==> src/rtl/ballot_pkg.sv <==
package ballot_pkg;

  typedef enum logic [1:0] {
    ST_IDLE   = 2'd0,
    ST_SCAN   = 2'd1,
    ST_DECIDE = 2'd2,
    ST_DONE   = 2'd3
  } collate_state_t;

  typedef struct packed {
    logic clear;
    logic sample;
    logic decide;
  } collate_strobe_t;

  localparam int CAT_ACCRED  = 0;
  localparam int CAT_NULL    = 1;
  localparam int CAT_FOR     = 2;
  localparam int CAT_AGAINST = 3;
  localparam int NUM_CATS    = 4;

endpackage

==> src/rtl/bcd_tally.sv <==
module bcd_tally #(
  parameter int DIGITS = 2
) (
  input  logic                  clk,
  input  logic                  rstN,
  input  logic                  clear,
  input  logic                  inc,
  output logic [4*DIGITS-1:0]   count,
  output logic                  saturated
);
  localparam int W = 4 * DIGITS;

  logic [W-1:0]    nextCount;
  logic [DIGITS:0] carry;

  // decimal ripple increment, digit 0 least significant
  always_comb begin
    nextCount = count;
    carry[0]  = 1'b1;
    for (int d = 0; d < DIGITS; d++) begin
      if (carry[d]) begin
        if (count[4*d +: 4] == 4'd9) begin
          nextCount[4*d +: 4] = 4'd0;
          carry[d+1] = 1'b1;
        end else begin
          nextCount[4*d +: 4] = count[4*d +: 4] + 4'd1;
          carry[d+1] = 1'b0;
        end
      end else begin
        carry[d+1] = 1'b0;
      end
    end
  end

  always_ff @(posedge clk or negedge rstN) begin
    if (!rstN) begin
      count     <= '0;
      saturated <= 1'b0;
    end else if (clear) begin
      count     <= '0;
      saturated <= 1'b0;
    end else if (inc) begin
      if (carry[DIGITS]) saturated <= 1'b1;
      else               count     <= nextCount;
    end
  end

  // saturation is sticky until cleared
  p_sat_sticky_r4: assert property (@(posedge clk) disable iff (!rstN)
    (saturated && !clear) |=> saturated);

  // a saturated tally never moves
  p_sat_hold_r3: assert property (@(posedge clk) disable iff (!rstN)
    (saturated && !clear) |=> $stable(count));

  // clear empties the tally
  p_clear_r8: assert property (@(posedge clk) disable iff (!rstN)
    clear |=> (count == '0 && !saturated));

endmodule

==> src/rtl/ballot_ctrl.sv <==
module ballot_ctrl
  import ballot_pkg::*;
#(
  parameter int NUM_SEATS        = 5,
  parameter int FLASH_HALF_TICKS = 50_000_000,
  localparam int ADDR_W  = (NUM_SEATS > 1) ? $clog2(NUM_SEATS) : 1,
  localparam int FLASH_W = $clog2(FLASH_HALF_TICKS + 1)
) (
  input  logic              clk,
  input  logic              rstN,
  input  logic              collateStart,
  output collate_strobe_t   strobe,
  output logic [ADDR_W-1:0] seatAddr,
  output logic              busy,
  output logic              done,
  output logic              flashOn
);
  localparam logic [ADDR_W-1:0]  LAST_SEAT  = ADDR_W'(NUM_SEATS - 1);
  localparam logic [FLASH_W-1:0] FLASH_LAST = FLASH_W'(FLASH_HALF_TICKS - 1);

  collate_state_t     state;
  logic [FLASH_W-1:0] flashCnt;
  logic               accept;

  assign accept = collateStart && (state == ST_IDLE || state == ST_DONE);

  always_comb begin
    strobe.clear  = accept;
    strobe.sample = (state == ST_SCAN);
    strobe.decide = (state == ST_DECIDE);
  end

  assign busy = (state == ST_SCAN) || (state == ST_DECIDE);
  assign done = (state == ST_DONE);

  always_ff @(posedge clk or negedge rstN) begin
    if (!rstN) begin
      state    <= ST_IDLE;
      seatAddr <= '0;
    end else begin
      unique case (state)
        ST_IDLE, ST_DONE: begin
          if (collateStart) begin
            state    <= ST_SCAN;
            seatAddr <= '0;
          end
        end
        ST_SCAN: begin
          if (seatAddr == LAST_SEAT) state <= ST_DECIDE;
          else                       seatAddr <= seatAddr + 1'b1;
        end
        ST_DECIDE: state <= ST_DONE;
        default:   state <= ST_IDLE;
      endcase
    end
  end

  // results blink: starts lit together with done
  always_ff @(posedge clk or negedge rstN) begin
    if (!rstN) begin
      flashOn  <= 1'b0;
      flashCnt <= '0;
    end else if (accept) begin
      flashOn  <= 1'b0;
      flashCnt <= '0;
    end else if (state == ST_DECIDE) begin
      flashOn  <= 1'b1;
      flashCnt <= '0;
    end else if (state == ST_DONE) begin
      if (flashCnt == FLASH_LAST) begin
        flashCnt <= '0;
        flashOn  <= ~flashOn;
      end else begin
        flashCnt <= flashCnt + 1'b1;
      end
    end
  end

  // address never leaves the seat range during a scan
  p_addr_range_r2: assert property (@(posedge clk) disable iff (!rstN)
    (state == ST_SCAN) |-> (seatAddr <= LAST_SEAT));

  // a request during busy leaves the scan running
  p_busy_ignore_r8: assert property (@(posedge clk) disable iff (!rstN)
    (state == ST_SCAN && seatAddr != LAST_SEAT) |=> (state == ST_SCAN));

  // blink is dark outside the done state
  p_flash_dark_r7: assert property (@(posedge clk) disable iff (!rstN)
    !done |-> !flashOn);

endmodule

==> src/rtl/ballot_dp.sv <==
module ballot_dp
  import ballot_pkg::*;
#(
  parameter int NUM_SEATS = 5,
  parameter int DIGITS    = 2,
  localparam int ADDR_W   = (NUM_SEATS > 1) ? $clog2(NUM_SEATS) : 1,
  localparam int W        = 4 * DIGITS
) (
  input  logic                               clk,
  input  logic                               rstN,
  input  collate_strobe_t                    strobe,
  input  logic [ADDR_W-1:0]                  seatAddr,
  input  logic [NUM_CATS-1:0][NUM_SEATS-1:0] flagsAll,
  output logic [NUM_CATS-1:0][W-1:0]         tallies,
  output logic                               passed,
  output logic                               failed,
  output logic                               tied,
  output logic                               overflow,
  output logic                               tuneStart
);
  logic [NUM_CATS-1:0] satVec;
  logic                forAhead;
  logic                forBehind;

  for (genvar c = 0; c < NUM_CATS; c++) begin : g_cat
    logic hit;
    assign hit = strobe.sample & flagsAll[c][seatAddr];
    bcd_tally #(.DIGITS(DIGITS)) u_tally (
      .clk       (clk),
      .rstN      (rstN),
      .clear     (strobe.clear),
      .inc       (hit),
      .count     (tallies[c]),
      .saturated (satVec[c])
    );
  end

  // valid BCD of equal width orders like the values it codes
  assign forAhead  = tallies[CAT_FOR] > tallies[CAT_AGAINST];
  assign forBehind = tallies[CAT_FOR] < tallies[CAT_AGAINST];
  assign overflow  = |satVec;

  always_ff @(posedge clk or negedge rstN) begin
    if (!rstN) begin
      passed    <= 1'b0;
      failed    <= 1'b0;
      tied      <= 1'b0;
      tuneStart <= 1'b0;
    end else begin
      tuneStart <= strobe.decide && forAhead;
      if (strobe.clear) begin
        passed <= 1'b0;
        failed <= 1'b0;
        tied   <= 1'b0;
      end else if (strobe.decide) begin
        passed <= forAhead;
        failed <= forBehind;
        tied   <= !forAhead && !forBehind;
      end
    end
  end

  // a settled outcome stays put until the next clear or decide
  p_outcome_hold_r5: assert property (@(posedge clk) disable iff (!rstN)
    (!strobe.clear && !strobe.decide) |=> $stable({passed, failed, tied}));

  // the trigger never lasts two cycles
  p_tune_single_r6: assert property (@(posedge clk) disable iff (!rstN)
    tuneStart |=> !tuneStart);

endmodule

==> src/rtl/ballot_collator.sv <==
module ballot_collator
  import ballot_pkg::*;
#(
  parameter int NUM_SEATS        = 5,
  parameter int DIGITS           = 2,
  parameter int FLASH_HALF_TICKS = 50_000_000,
  localparam int ADDR_W = (NUM_SEATS > 1) ? $clog2(NUM_SEATS) : 1,
  localparam int W      = 4 * DIGITS
) (
  input  logic                 clk,
  input  logic                 rstN,
  input  logic                 collateStart,
  input  logic [NUM_SEATS-1:0] accredFlags,
  input  logic [NUM_SEATS-1:0] nullFlags,
  input  logic [NUM_SEATS-1:0] forFlags,
  input  logic [NUM_SEATS-1:0] againstFlags,
  output logic [W-1:0]         accredTotal,
  output logic [W-1:0]         nullTotal,
  output logic [W-1:0]         forTotal,
  output logic [W-1:0]         againstTotal,
  output logic                 collateBusy,
  output logic                 collateDone,
  output logic                 motionPassed,
  output logic                 motionFailed,
  output logic                 motionTied,
  output logic                 tallyOverflow,
  output logic                 flashOn,
  output logic                 tuneStart
);
  collate_strobe_t                    strobe;
  logic [ADDR_W-1:0]                  seatAddr;
  logic [NUM_CATS-1:0][NUM_SEATS-1:0] flagsAll;
  logic [NUM_CATS-1:0][W-1:0]         tallies;

  assign flagsAll[CAT_ACCRED]  = accredFlags;
  assign flagsAll[CAT_NULL]    = nullFlags;
  assign flagsAll[CAT_FOR]     = forFlags;
  assign flagsAll[CAT_AGAINST] = againstFlags;

  assign accredTotal  = tallies[CAT_ACCRED];
  assign nullTotal    = tallies[CAT_NULL];
  assign forTotal     = tallies[CAT_FOR];
  assign againstTotal = tallies[CAT_AGAINST];

  ballot_ctrl #(
    .NUM_SEATS        (NUM_SEATS),
    .FLASH_HALF_TICKS (FLASH_HALF_TICKS)
  ) u_ctrl (
    .clk          (clk),
    .rstN         (rstN),
    .collateStart (collateStart),
    .strobe       (strobe),
    .seatAddr     (seatAddr),
    .busy         (collateBusy),
    .done         (collateDone),
    .flashOn      (flashOn)
  );

  ballot_dp #(
    .NUM_SEATS (NUM_SEATS),
    .DIGITS    (DIGITS)
  ) u_dp (
    .clk       (clk),
    .rstN      (rstN),
    .strobe    (strobe),
    .seatAddr  (seatAddr),
    .flagsAll  (flagsAll),
    .tallies   (tallies),
    .passed    (motionPassed),
    .failed    (motionFailed),
    .tied      (motionTied),
    .overflow  (tallyOverflow),
    .tuneStart (tuneStart)
  );

  // one outcome while done
  p_one_outcome_r5: assert property (@(posedge clk) disable iff (!rstN)
    collateDone |-> $onehot({motionPassed, motionFailed, motionTied}));

  // no outcome while not done
  p_no_outcome_r5: assert property (@(posedge clk) disable iff (!rstN)
    !collateDone |-> ({motionPassed, motionFailed, motionTied} == 3'b000));

  // trigger only with a passed, finished collation
  p_tune_gate_r6: assert property (@(posedge clk) disable iff (!rstN)
    tuneStart |-> (collateDone && motionPassed));

  // busy and done never overlap
  p_busy_done_r2: assert property (@(posedge clk) disable iff (!rstN)
    !(collateBusy && collateDone));

  // input assumption, flags held during the scan
  p_flags_held_r3: assert property (@(posedge clk) disable iff (!rstN)
    (collateBusy && $past(collateBusy)) |->
      $stable({accredFlags, nullFlags, forFlags, againstFlags}));

endmodule

==> config.mk <==
export PLATFORM = sky130hd
export DESIGN_NAME = ballot_collator
export DESIGN_NICKNAME = d
export VERILOG_FILES = /design/src/rtl/ballot_pkg.sv /design/src/rtl/bcd_tally.sv /design/src/rtl/ballot_ctrl.sv /design/src/rtl/ballot_dp.sv /design/src/rtl/ballot_collator.sv
export SDC_FILE = /design/constraint.sdc
export NUM_CORES = 1
export LEC_CHECK = 0
export ABC_CLOCK_PERIOD_IN_PS = 2200
export CORE_ASPECT_RATIO = 0.5
export CORE_MARGIN = 5
export CORE_UTILIZATION = 43
export CTS_BUF_LIST = sky130_fd_sc_hd__clkbuf_8
export DETAILED_ROUTE_END_ITERATION = 8
export DONT_BUFFER_PORTS = 1
export SETUP_SLACK_MARGIN = 0.5
export SYNTH_ARGS = -nofsm -noshare
export SYNTH_HDL_FRONTEND = slang
export SYNTH_HIERARCHICAL = 1
export SYNTH_SLANG_ARGS = --single-unit
export TNS_END_PERCENT = 20
==> constraint.sdc <==
create_clock -name clk -period 2.2 [get_ports clk]
set_input_delay 0.44 -clock clk [delete_from_list [all_inputs] [get_ports clk]]
set_output_delay 0.44 -clock clk [all_outputs]
set_load 0.03 [all_outputs]
==> results of run 1 <==
metrics by stage:
| step | area, um2 | hold slack [ps] | total power, W | utilization | worst slack [ps] |
|---|---|---|---|---|---|
| floorplan | 4590 | 144 | 0.00338 | - | 7.98 |
| global placement | 5070 | 147 | 0.00412 | 0.495 | 76.7 |
| detailed placement | 5070 | 147 | 0.00413 | 0.495 | 27.4 |
| CTS | 5450 | -254 | 0.00565 | 0.531 | 98.2 |
| global route | 5510 | -262 | 0.00602 | 0.538 | 35.7 |
| finish | 5510 | -223 | 0.00565 | 0.538 | 84.0 |
cell usage after synthesis (all sizes together) (5+ instances only):
| cell type | n | area (um2) |
|---|---|---|
| or3b | 5 | 46.3 |
| a31o | 7 | 61.3 |
| nor4 | 7 | 58.8 |
| nand2 | 25 | 93.8 |
| xnor2 | 9 | 78.8 |
| or4 | 7 | 56.3 |
| nand3b | 9 | 67.6 |
| xor2 | 5 | 43.8 |
| or3 | 10 | 63.8 |
| mux2 | 5 | 56.3 |
| nand3 | 24 | 120 |
| nand2b | 7 | 43.8 |
| nor3 | 6 | 41.3 |
| dfrtp | 72 | 1800 |
| nor2 | 41 | 154 |
| nor2b | 9 | 56.3 |
| nand4 | 10 | 62.6 |
| o21ai | 28 | 144 |
| o31ai | 8 | 73.8 |
| clkbuf | 6 | 22.5 |
| ha | 31 | 388 |
| buf | 6 | 43.8 |
| a21oi | 36 | 180 |
| a311oi | 5 | 43.8 |
| a21boi | 6 | 45.0 |
| a41oi | 5 | 43.8 |
| inv | 26 | 97.6 |
| nor4b | 5 | 43.8 |
| and3 | 8 | 50.1 |
layer usage:
metal  vias up  GRT usage
li1       1879          -
met1      1858      0.219
met2        59      0.299
met3        11     0.0495
met4         0     0.0489
met5         -          0
registers in the layout (all words and copies together), names as in the netlist:
| name | flops |
|---|---|
| u_dp/g_cat.u_tally/count | 32 |
| u_ctrl/flashCnt | 26 |
| u_dp/g_cat.u_tally/saturated | 4 |
| u_ctrl/seatAddr | 3 |
| u_ctrl/state | 2 |
| u_ctrl/flashOn | 1 |
| u_dp/failed | 1 |
| u_dp/passed | 1 |
| u_dp/tied | 1 |
| u_dp/tuneStart | 1 |
repair_timing:
action	in CTS	in global routing
gates resized for setup	12	8
endpoints found under the hold margin	72	72
setup endpoints to repair	66	69
cloned	0	0
buffers inserted	11	4
pin swaps	9	15
where the power goes:
group	switching [W]	internal, W	total (W)
registers	0.000254	0.00149	0.00174
clock network	0.000499	0.000895	0.00139
logic	0.00147	0.00105	0.00252
total	0.00222	0.00343	0.00565
path summary, 6_finish.rpt:
check,from,slack [ps],end,cells past startpoint
worst max register to register,u_ctrl/flashCnt[18]$_DFFE_PN0P_,80,u_ctrl/flashCnt[10]$_DFFE_PN0P_,6
max in group asynchronous,rstN,2300,u_ctrl/seatAddr[0]$_DFFE_PN0P_,0
worst min register to register,u_dp/g_cat[3].u_tally/saturated$_DFFE_PN0P_,500,u_dp/g_cat[3].u_tally/saturated$_DFFE_PN0P_,2
worst min-delay path,rstN,-220,u_dp/g_cat[3].u_tally/count[3]$_DFFE_PN0P_,0
worst max-delay path,u_ctrl/flashCnt[18]$_DFFE_PN0P_,80,u_ctrl/flashCnt[10]$_DFFE_PN0P_,6
min in group clk,collateStart,330,u_ctrl/seatAddr[0]$_DFFE_PN0P_,2
cell families (layout without fill, tap and decap cells):
logic type	after synthesis	in the layout	share of synthesized area
AO/OA/AOI/OAI	112	112	0.162
XOR/XNOR	14	14	0.0270
adder cells (fa/ha/maj)	31	31	0.0854
buffers and inverters	42	108	0.0405
flip-flops	72	72	0.397
multiplexers	13	13	0.0410
AND/OR/NAND/NOR	191	191	0.248
layout make-up:
type	instances	area (um2)	area share
Clock inverter	6	130	0.0236
Tap cell	140	175	0.0318
Multi-Input combinational cell	361	2650	0.481
Timing Repair Buffer	62	494	0.0896
Clock buffer	10	138	0.0250
Inverter	30	118	0.0213
Sequential cell	72	1810	0.328
==> impl_metrics.csv, run 1 <==
group,metric,value,unit
outcome,status,"finished, violations left",
outcome,violations,"hold timing",
timing,tns,0,ps
yosys,synth_edf_count,0,
timing,finalClockSkew,12.8,ps
floorplanning,die-area,12800,um2
yosys,syn_nets,529,
worst_setup_path,end_kind,"flop",
cts,cts_max_path_buffers,2,
yosys,synth_cell_types,62,
yosys,ys_seq_area_frac,0.397,
cts,cts_tree,"built",
cells_and_area,fin_nets,590,
pwr,power_leakage,2.38,nW
route,detail-route-antenna-nets,0,
worst_setup_path,worstSetupPathType,"reg -> reg",
yosys,async_flop_share,1.00,
route,drt-pass1-iter-count,4,
cts,numCtsBuffers,9,
run,maxCapViolCount,0,
cts,cts.htree.levels,3,
place,placed_cells,650,
cells_and_area,nFillCells,957,
worst_setup_path,cp_cell_sequence,"or4b_1 -> or3b_4 -> o31ai_4 -> buf_4 -> nor4_1 -> a31o_1",
route,routed-wl-met2,5270,um
route,via_per_inst,5.59,
yosys,synth-warning-count,6,
floorplanning,io_pins,63,
cells_and_area,drive_gt1_frac,0.220,
global_route,grt_start_max_net_pins,73,
cts,clkTransAtPathRegs,80,ps
worst_setup_path,critPathRequiredTime,2440,ps
worst_setup_path,slowest_delay,520,ps
yosys,postSynthCellCount,475,
global_route,gr-total-overflow,0,
pwr,power_density,1030,nW/um2
global_route,grt_pass1_vias,3599,
global_route,grt_pass1_wl,18000,um
route,wl_met1,5000,um
timing,rsz0062_at_grt,"yes",
route,vias,3807,
yosys,syn_area_per_cell,9.56,um2
timing,min_period,2120,ps
place,gp_congestion,0.801,
cells_and_area,diodes,0,
global_route,grt_use_total,0.174,
place,port_buffers,0,
floorplanning,coreArea,10200,um2
route,first_iter_violations,251,
cells_and_area,stdcell_count,681,
worst_setup_path,critPathMaxFanout,5,
timing,hold_violations,72,
cts,clock_latency,360,ps
pwr,irDropWorstVdd,482,uV
worst_setup_path,crit_path_start_kind,"flop",
yosys,synthesis.area,4540,um2
worst_setup_path,crit_buf_inv,1,
place,hpwlAfterDp,7530,um
timing,drv_slew,0,
floorplanning,num_rows,26,
timing,whs,-223,ps
worst_setup_path,arrival,2360,ps
floorplanning,die_width,155,um
worst_setup_path,crit_slowest_cell,"or4b_1",
timing,worst_pin_slew,470,ps
cts,cts.sinks,72,
floorplanning,start_util,0.443,
cells_and_area,final_common_cell,"dfrtp_1",
timing,fmax,473,MHz
yosys,ys.flop_type,"dfrtp_1",
route,wl_met3,449,um
yosys,ys_ff_latch,72,
global_route,antenna_found_initial,0,
route,wl_per_cell,15.9,um
cells_and_area,layout_common_cells,"68 x dfrtp_1, 57 x buf_4, 39 x nor2_1",
route,top_layer_used,"met4",
cells_and_area,syn2layout_area_growth,21.4,%
cts,cts-root-buf,"clkbuf_8",
route,drcViolationCount,0,
timing,timing.final.crit_share,0.962,
worst_setup_path,crit_family,"simple AND/OR/NAND/NOR gates",
timing,setup_viol,0,
route,wl,10900,um
min_path,hold_class,"in -> async",
floorplanning,fp.dieH,82.7,um
timing,slew-limit-headroom,0.687,
Note: power is estimated with default switching activity, not from simulation.
==> run 2, diff against run 1 <==
--- a/config.mk
+++ b/config.mk
@@ -8,7 +8,7 @@
 export ABC_CLOCK_PERIOD_IN_PS = 2200
 export CORE_ASPECT_RATIO = 0.5
 export CORE_MARGIN = 5
-export CORE_UTILIZATION = 43
+export CORE_UTILIZATION = 40
 export CTS_BUF_LIST = sky130_fd_sc_hd__clkbuf_8
 export DETAILED_ROUTE_END_ITERATION = 8
 export DONT_BUFFER_PORTS = 1
==> impl_metrics.csv, run 2 (synthesis results as in run 1) <==
group,metric,value,unit
outcome,status,"finished, violations left",
outcome,violations,"hold timing",
route,wl_per_cell,15.8,um
floorplanning,start_util,0.411,
cells_and_area,largest_register,"u_dp/g_cat.u_tally/count",
global_route,grt_pass1_vias,3784,
timing,timing.final.crit_share,0.961,
place,post_dp_cell_area,5080,um2
timing,setup_ws,86.4,ps
floorplanning,num_rows,27,
cells_and_area,largest_register_ffs,32,
place,hpwlAfterDp,7670,um
cells_and_area,final_core_util,0.497,
pwr,irDropWorstVdd,426,uV
route,drcViolationCount,0,
cts,cts_max_path_buffers,2,
worst_setup_path,critPathRequiredTime,2430,ps
pwr,internal_power,0.00300,W
worst_setup_path,slowest_delay,530,ps
global_route,grt_pass1_wl,18400,um
global_route,grt_most_used_layer,"met2",
global_route,met3_usage,0.0524,
route,drt-pass1-iter-count,4,
run,maxCapViolCount,0,
timing,fmax,473,MHz
worst_setup_path,cp_cell_sequence,"or4b_1 -> or3b_4 -> o31ai_4 -> buf_6 -> nor4_2 -> a31o_1",
timing,min_period,2110,ps
timing,finalClockSkew,12.8,ps
cells_and_area,final_cell_area,5490,um2
route,via_per_inst,5.57,
cells_and_area,diodes,0,
route,wl,10800,um
place,port_buffers,0,
floorplanning,io_pins,63,
timing,whs,-219,ps
cells_and_area,nFillCells,1035,
floorplanning,fp.dieH,85.4,um
timing,hold_violations,72,
cts,cts.sinks,72,
worst_setup_path,end_kind,"flop",
timing,drv_slew,0,
global_route,grt_start_max_net_pins,73,
min_path,hold_class,"in -> async",
cts,cts_tree,"built",
route,detail-route-antenna-nets,0,
worst_setup_path,rr_startpoint,"u_ctrl/flashCnt[18]$_DFFE_PN0P_",
pwr,p_switching,0.00220,W
cells_and_area,fin_nets,592,
worst_setup_path,r2r_slack,90,ps
floorplanning,die-area,13700,um2
worst_setup_path,crit_path_start_kind,"flop",
cells_and_area,syn2layout_area_growth,20.9,%
pwr,clockPowerShare,0.175,
route,vias,3813,
cts,cts-root-buf,"clkbuf_8",
worst_setup_path,reg2regPathDepth,6,
cts,cts.htree.levels,3,
global_route,met2_usage,0.268,
timing,rsz0062_at_grt,"yes",
timing,worst_pin_slew,459,ps
cts,numCtsBuffers,9,
worst_setup_path,arrival,2350,ps
route,first_iter_violations,169,
place,gp_congestion,0.779,
worst_setup_path,reg2reg_to,"u_ctrl/flashCnt[3]$_DFFE_PN0P_",
global_route,gr-total-overflow,0,
cells_and_area,drive_gt1_frac,0.241,
worst_setup_path,worstSetupPathType,"reg -> reg",
worst_setup_path,crit_slowest_cell,"or4b_1",
pwr,swShare,0.424,
timing,tns,0,ps
cts,clock_latency,350,ps
global_route,antenna_found_initial,0,
pwr,power_density,947,nW/um2
global_route,met1_usage,0.207,
worst_setup_path,critPathMaxFanout,4,
cells_and_area,layout_common_cells,"69 x dfrtp_1, 56 x buf_4, 39 x nor2_1",
cells_and_area,final_common_cell,"dfrtp_1",
cells_and_area,top_regs,"u_dp/g_cat.u_tally/count (32), u_ctrl/flashCnt (26), u_dp/g_cat.u_tally/saturated (4)",
cts,clkTransAtPathRegs,80,ps
place,pre_cts_ws,18.4,ps
pwr,power_leakage,2.36,nW
timing,slew-limit-headroom,0.694,
pwr,pwr-share-seq,0.338,
floorplanning,die_width,161,um
floorplanning,coreArea,11000,um2
global_route,grt_use_total,0.163,
pwr,comb_power_share,0.488,
timing,setup_viol,0,
## run 2: changes by cell type in the layout (fill, tap and decap cells not counted), sizes merged
cell / previous run / this run
buf: 62 / 64
clkbuf: 10 / 11
inv: 26 / 27
clkinv: 2 / 1
bufinv: 4 / 0
## run 2: how the worst max path moves through the flow
stage / start / end / slack [ps] / cells past startpoint
after global placement: u_ctrl/flashCnt[18]$_DFFE_PN0P_ / u_ctrl/flashCnt[14]$_DFFE_PN0P_ / 90 / 5
after floorplan: u_ctrl/state[0]$_DFFE_PN0P_ / u_ctrl/flashCnt[25]$_DFFE_PN0P_ / 8 / 8
final: u_ctrl/flashCnt[18]$_DFFE_PN0P_ / u_ctrl/flashCnt[3]$_DFFE_PN0P_ / 90 / 6
after detailed placement: u_ctrl/seatAddr[0]$_DFFE_PN0P_ / u_dp/g_cat[1].u_tally/count[6]$_DFFE_PN0P_ / 20 / 6
after global routing: u_ctrl/state[1]$_DFFE_PN0P_ / u_ctrl/flashCnt[25]$_DFFE_PN0P_ / 9 / 6
after CTS: u_ctrl/state[1]$_DFFE_PN0P_ / u_ctrl/flashCnt[25]$_DFFE_PN0P_ / 90 / 6
## run 2: area by class of cell
class / count / area (um2) / share of cell area
repair buffers: 64 / 528 / 0.0962
flip-flops and latches: 72 / 1810 / 0.329
clock inverters: 2 / 8.76 / 0.00160
clock buffers: 11 / 151 / 0.0276
multi-input cells: 361 / 2700 / 0.491
well taps: 145 / 181 / 0.0330
inverters: 30 / 118 / 0.0214
## run 2: worst max-delay path: cells and delay by family, from the launching register on
| kind | cells | cell delay, ps |
|---|---|---|
| AO/OA/AOI/OAI | 2 | 420 |
| buffers and inverters | 1 | 160 |
| flip-flops | 1 | 380 |
| AND/OR/NAND/NOR | 3 | 1040 |
## run 2: timing repair
item | CTS | global route
buffers inserted | 12 | 4
setup endpoints to repair | 69 | 71
endpoints found under the hold margin | 72 | 72
gates cloned | 0 | 0
resized for setup | 22 | 15
pin swaps | 26 | 11
## run 2: metal layers
layer  routed length (um)  part of all wire
met1                 4890              0.45
met5                    0                 0
met3                  534             0.049
met2                 5260              0.49
met4                  115             0.011
## run 2: power by group through the flow
| stage | sequential (W) | combinational, W | clock (W) |
|---|---|---|---|
| final | 0.00176 | 0.00253 | 0.000908 |
| after CTS | 0.00176 | 0.00251 | 0.000951 |
| after global placement | 0.00179 | 0.00232 | 0 |
| after global routing | 0.00179 | 0.00280 | 0.00101 |
| after detailed placement | 0.00179 | 0.00237 | 0 |
| after floorplan | 0.00189 | 0.00150 | 0 |
## run 2: metrics by stage
step           cells  hold slack, ps  total power, W
2_1_floorplan    475             144         0.00338
3_3_place_gp     656             147         0.00411
3_5_place_dp     656             146         0.00416
4_1_cts          681            -244         0.00522
5_1_grt          685            -253         0.00560
6_report         685            -219         0.00520
==> run 3, diff against run 2 <==
--- a/config.mk
+++ b/config.mk
@@ -6,12 +6,12 @@
 export NUM_CORES = 1
 export LEC_CHECK = 0
 export ABC_CLOCK_PERIOD_IN_PS = 2200
+export BUFFER_PORTS_ARGS = -buffer_cell sky130_fd_sc_hd__buf_4
 export CORE_ASPECT_RATIO = 0.5
 export CORE_MARGIN = 5
 export CORE_UTILIZATION = 40
 export CTS_BUF_LIST = sky130_fd_sc_hd__clkbuf_8
 export DETAILED_ROUTE_END_ITERATION = 8
-export DONT_BUFFER_PORTS = 1
 export SETUP_SLACK_MARGIN = 0.5
 export SYNTH_ARGS = -nofsm -noshare
 export SYNTH_HDL_FRONTEND = slang
==> impl_metrics.csv, run 3 (synthesis results as in run 1) <==
group,metric,value,unit
min_path,hold_class,"in -> async",
worst_setup_path,crit_path_start,"u_ctrl/flashCnt[24]$_DFFE_PN0P_",
cells_and_area,layout_common_cells,"99 x buf_4, 68 x dfrtp_1, 39 x nor2_1",
cts,cts_max_path_buffers,2,
pwr,power_density,957,nW/um2
floorplanning,start_util,0.411,
timing,min_period,2100,ps
worst_setup_path,worstSetupPathType,"reg -> reg",
route,drt-pass1-iter-count,4,
cells_and_area,nFillCells,1019,
place,port_buffers,62,
cells_and_area,top_regs,"u_dp/g_cat.u_tally/count (32), u_ctrl/flashCnt (26), u_dp/g_cat.u_tally/saturated (4)",
cts,numCtsBuffers,9,
route,via_per_inst,5.47,
worst_setup_path,critPathRequiredTime,2440,ps
cells_and_area,fin_nets,634,
worst_setup_path,end_kind,"flop",
worst_setup_path,arrival,2340,ps
cells_and_area,diodes,0,
timing,fmax,476,MHz
cts,hold_buffers,0,
route,vias,3991,
cells_and_area,multiInputGateArea,2670,um2
global_route,grt_pass1_vias,3967,
worst_setup_path,crit_path_start_kind,"flop",
worst_setup_path,critPathCapture,"u_ctrl/flashCnt[16]$_DFFE_PN0P_",
cells_and_area,syn2layout_area_growth,28.6,%
route,detail-route-antenna-nets,0,
global_route,antenna_found_initial,0,
cells_and_area,stdcell_count,730,
route,first_iter_violations,205,
worst_setup_path,critPathMaxFanout,5,
floorplanning,fp.dieH,85.4,um
floorplanning,num_rows,27,
place,gp_congestion,0.803,
timing,hold_violations,0,
cells_and_area,final_common_cell,"buf_4",
timing,setup_viol,0,
cts,cts.sinks,72,
worst_setup_path,reg2regPathDepth,6,
pwr,irDropWorstVdd,412,uV
timing,whs,20.4,ps
pwr,power_leakage,2.59,nW
cts,cts.htree.levels,3,
timing,tns,0,ps
route,wl,11200,um
place,placed_cells,703,
floorplanning,coreArea,11000,um2
route,wl_per_cell,15.3,um
timing,worst_pin_slew,430,ps
timing,drv_slew,0,
cts,cts-root-buf,"clkbuf_8",
worst_setup_path,reg2reg_to,"u_ctrl/flashCnt[16]$_DFFE_PN0P_",
timing,timing.final.crit_share,0.956,
global_route,grt_pass1_wl,19300,um
cells_and_area,drive_gt1_frac,0.291,
cells_and_area,seqCellArea,1810,um2
cells_and_area,largest_register_ffs,32,
floorplanning,io_pins,63,
timing,slew-limit-headroom,0.713,
route,drcViolationCount,0,
timing,rsz0062_at_grt,"yes",
cells_and_area,largest_register,"u_dp/g_cat.u_tally/count",
floorplanning,die-area,13700,um2
worst_setup_path,r2r_slack,100,ps
global_route,grt_use_total,0.169,
cts,cts_tree,"built",
outcome,status,"finished clean",
worst_setup_path,rr_startpoint,"u_ctrl/flashCnt[24]$_DFFE_PN0P_",
run,maxCapViolCount,0,
timing,finalClockSkew,12.5,ps
global_route,grt_start_max_net_pins,43,
global_route,gr-total-overflow,0,
cts,clkTransAtPathRegs,80,ps
place,hpwlAfterDp,7840,um
cts,clock_latency,350,ps
floorplanning,die_width,161,um
run 3: where the power goes:
part / switching (W) / total [W] / internal (W) / leakage, nW
clock network: 0.000509 / 0.00117 / 0.000664 / 0.112
registers: 0.000229 / 0.00172 / 0.00149 / 0.984
logic: 0.00155 / 0.00270 / 0.00115 / 1.49
total: 0.00229 / 0.00559 / 0.00330 / 2.59
run 3: worst max-delay path, cell delays in order, from the launching register on:
cell and delay [ps]:
dfrtp_1 380, or4b_1 520, or3b_4 450, o31ai_4 250, buf_6 160, nor4b_1 50
a31o_1 180
run 3: worst min path at each step:
stage | startpoint | endpoint | slack [ps] | cells after the start
after global placement | rstN | u_dp/g_cat[2].u_tally/count[0]$_DFFE_PN0P_ | 410 | 1
after detailed placement | rstN | u_dp/g_cat[2].u_tally/count[0]$_DFFE_PN0P_ | 410 | 1
final | rstN | u_dp/g_cat[3].u_tally/count[3]$_DFFE_PN0P_ | 20 | 1
after floorplan | rstN | u_ctrl/flashCnt[0]$_DFFE_PN0P_ | 140 | 0
after CTS | rstN | u_dp/g_cat[3].u_tally/count[3]$_DFFE_PN0P_ | 20 | 1
after global routing | rstN | u_dp/g_cat[3].u_tally/saturated$_DFFE_PN0P_ | 40 | 1
run 3: stage by stage:
step / cell area, um2 / util / worst slack [ps] / total power (W)
floorplan: 4590 / - / 7.98 / 0.00338
global placement: 5450 / 0.493 / 85.2 / 0.00428
detailed placement: 5450 / 0.493 / 71.9 / 0.00430
CTS: 5790 / 0.524 / 118 / 0.00561
global route: 5840 / 0.529 / 8.43 / 0.00598
finish: 5840 / 0.529 / 97.6 / 0.00559
run 3: metal layers:
layer | vias up | wire length [um] | track usage
li1 | 1966 | - | -
met1 | 1948 | 5290 | 0.220
met2 | 67 | 5410 | 0.284
met3 | 10 | 332 | 0.0335
met4 | 0 | 141 | 0.0580
met5 | - | 0 | 0
run 3: area by class of cell:
class	instances	share of cell area
multi-input combinational	361	0.457
sequential	72	0.309
timing repair buffer	106	0.145
tap	145	0.0311
clock buffer	10	0.0236
inverter	30	0.0201
clock inverter	6	0.0141
run 3: repair_timing:
item / 4_1_cts / 5_1_grt
hold endpoints to repair: 0 / 0
resized for setup: 22 / 9
endpoints found under the setup margin: 65 / 69
buffers inserted: 9 / 2
pin swaps: 19 / 8
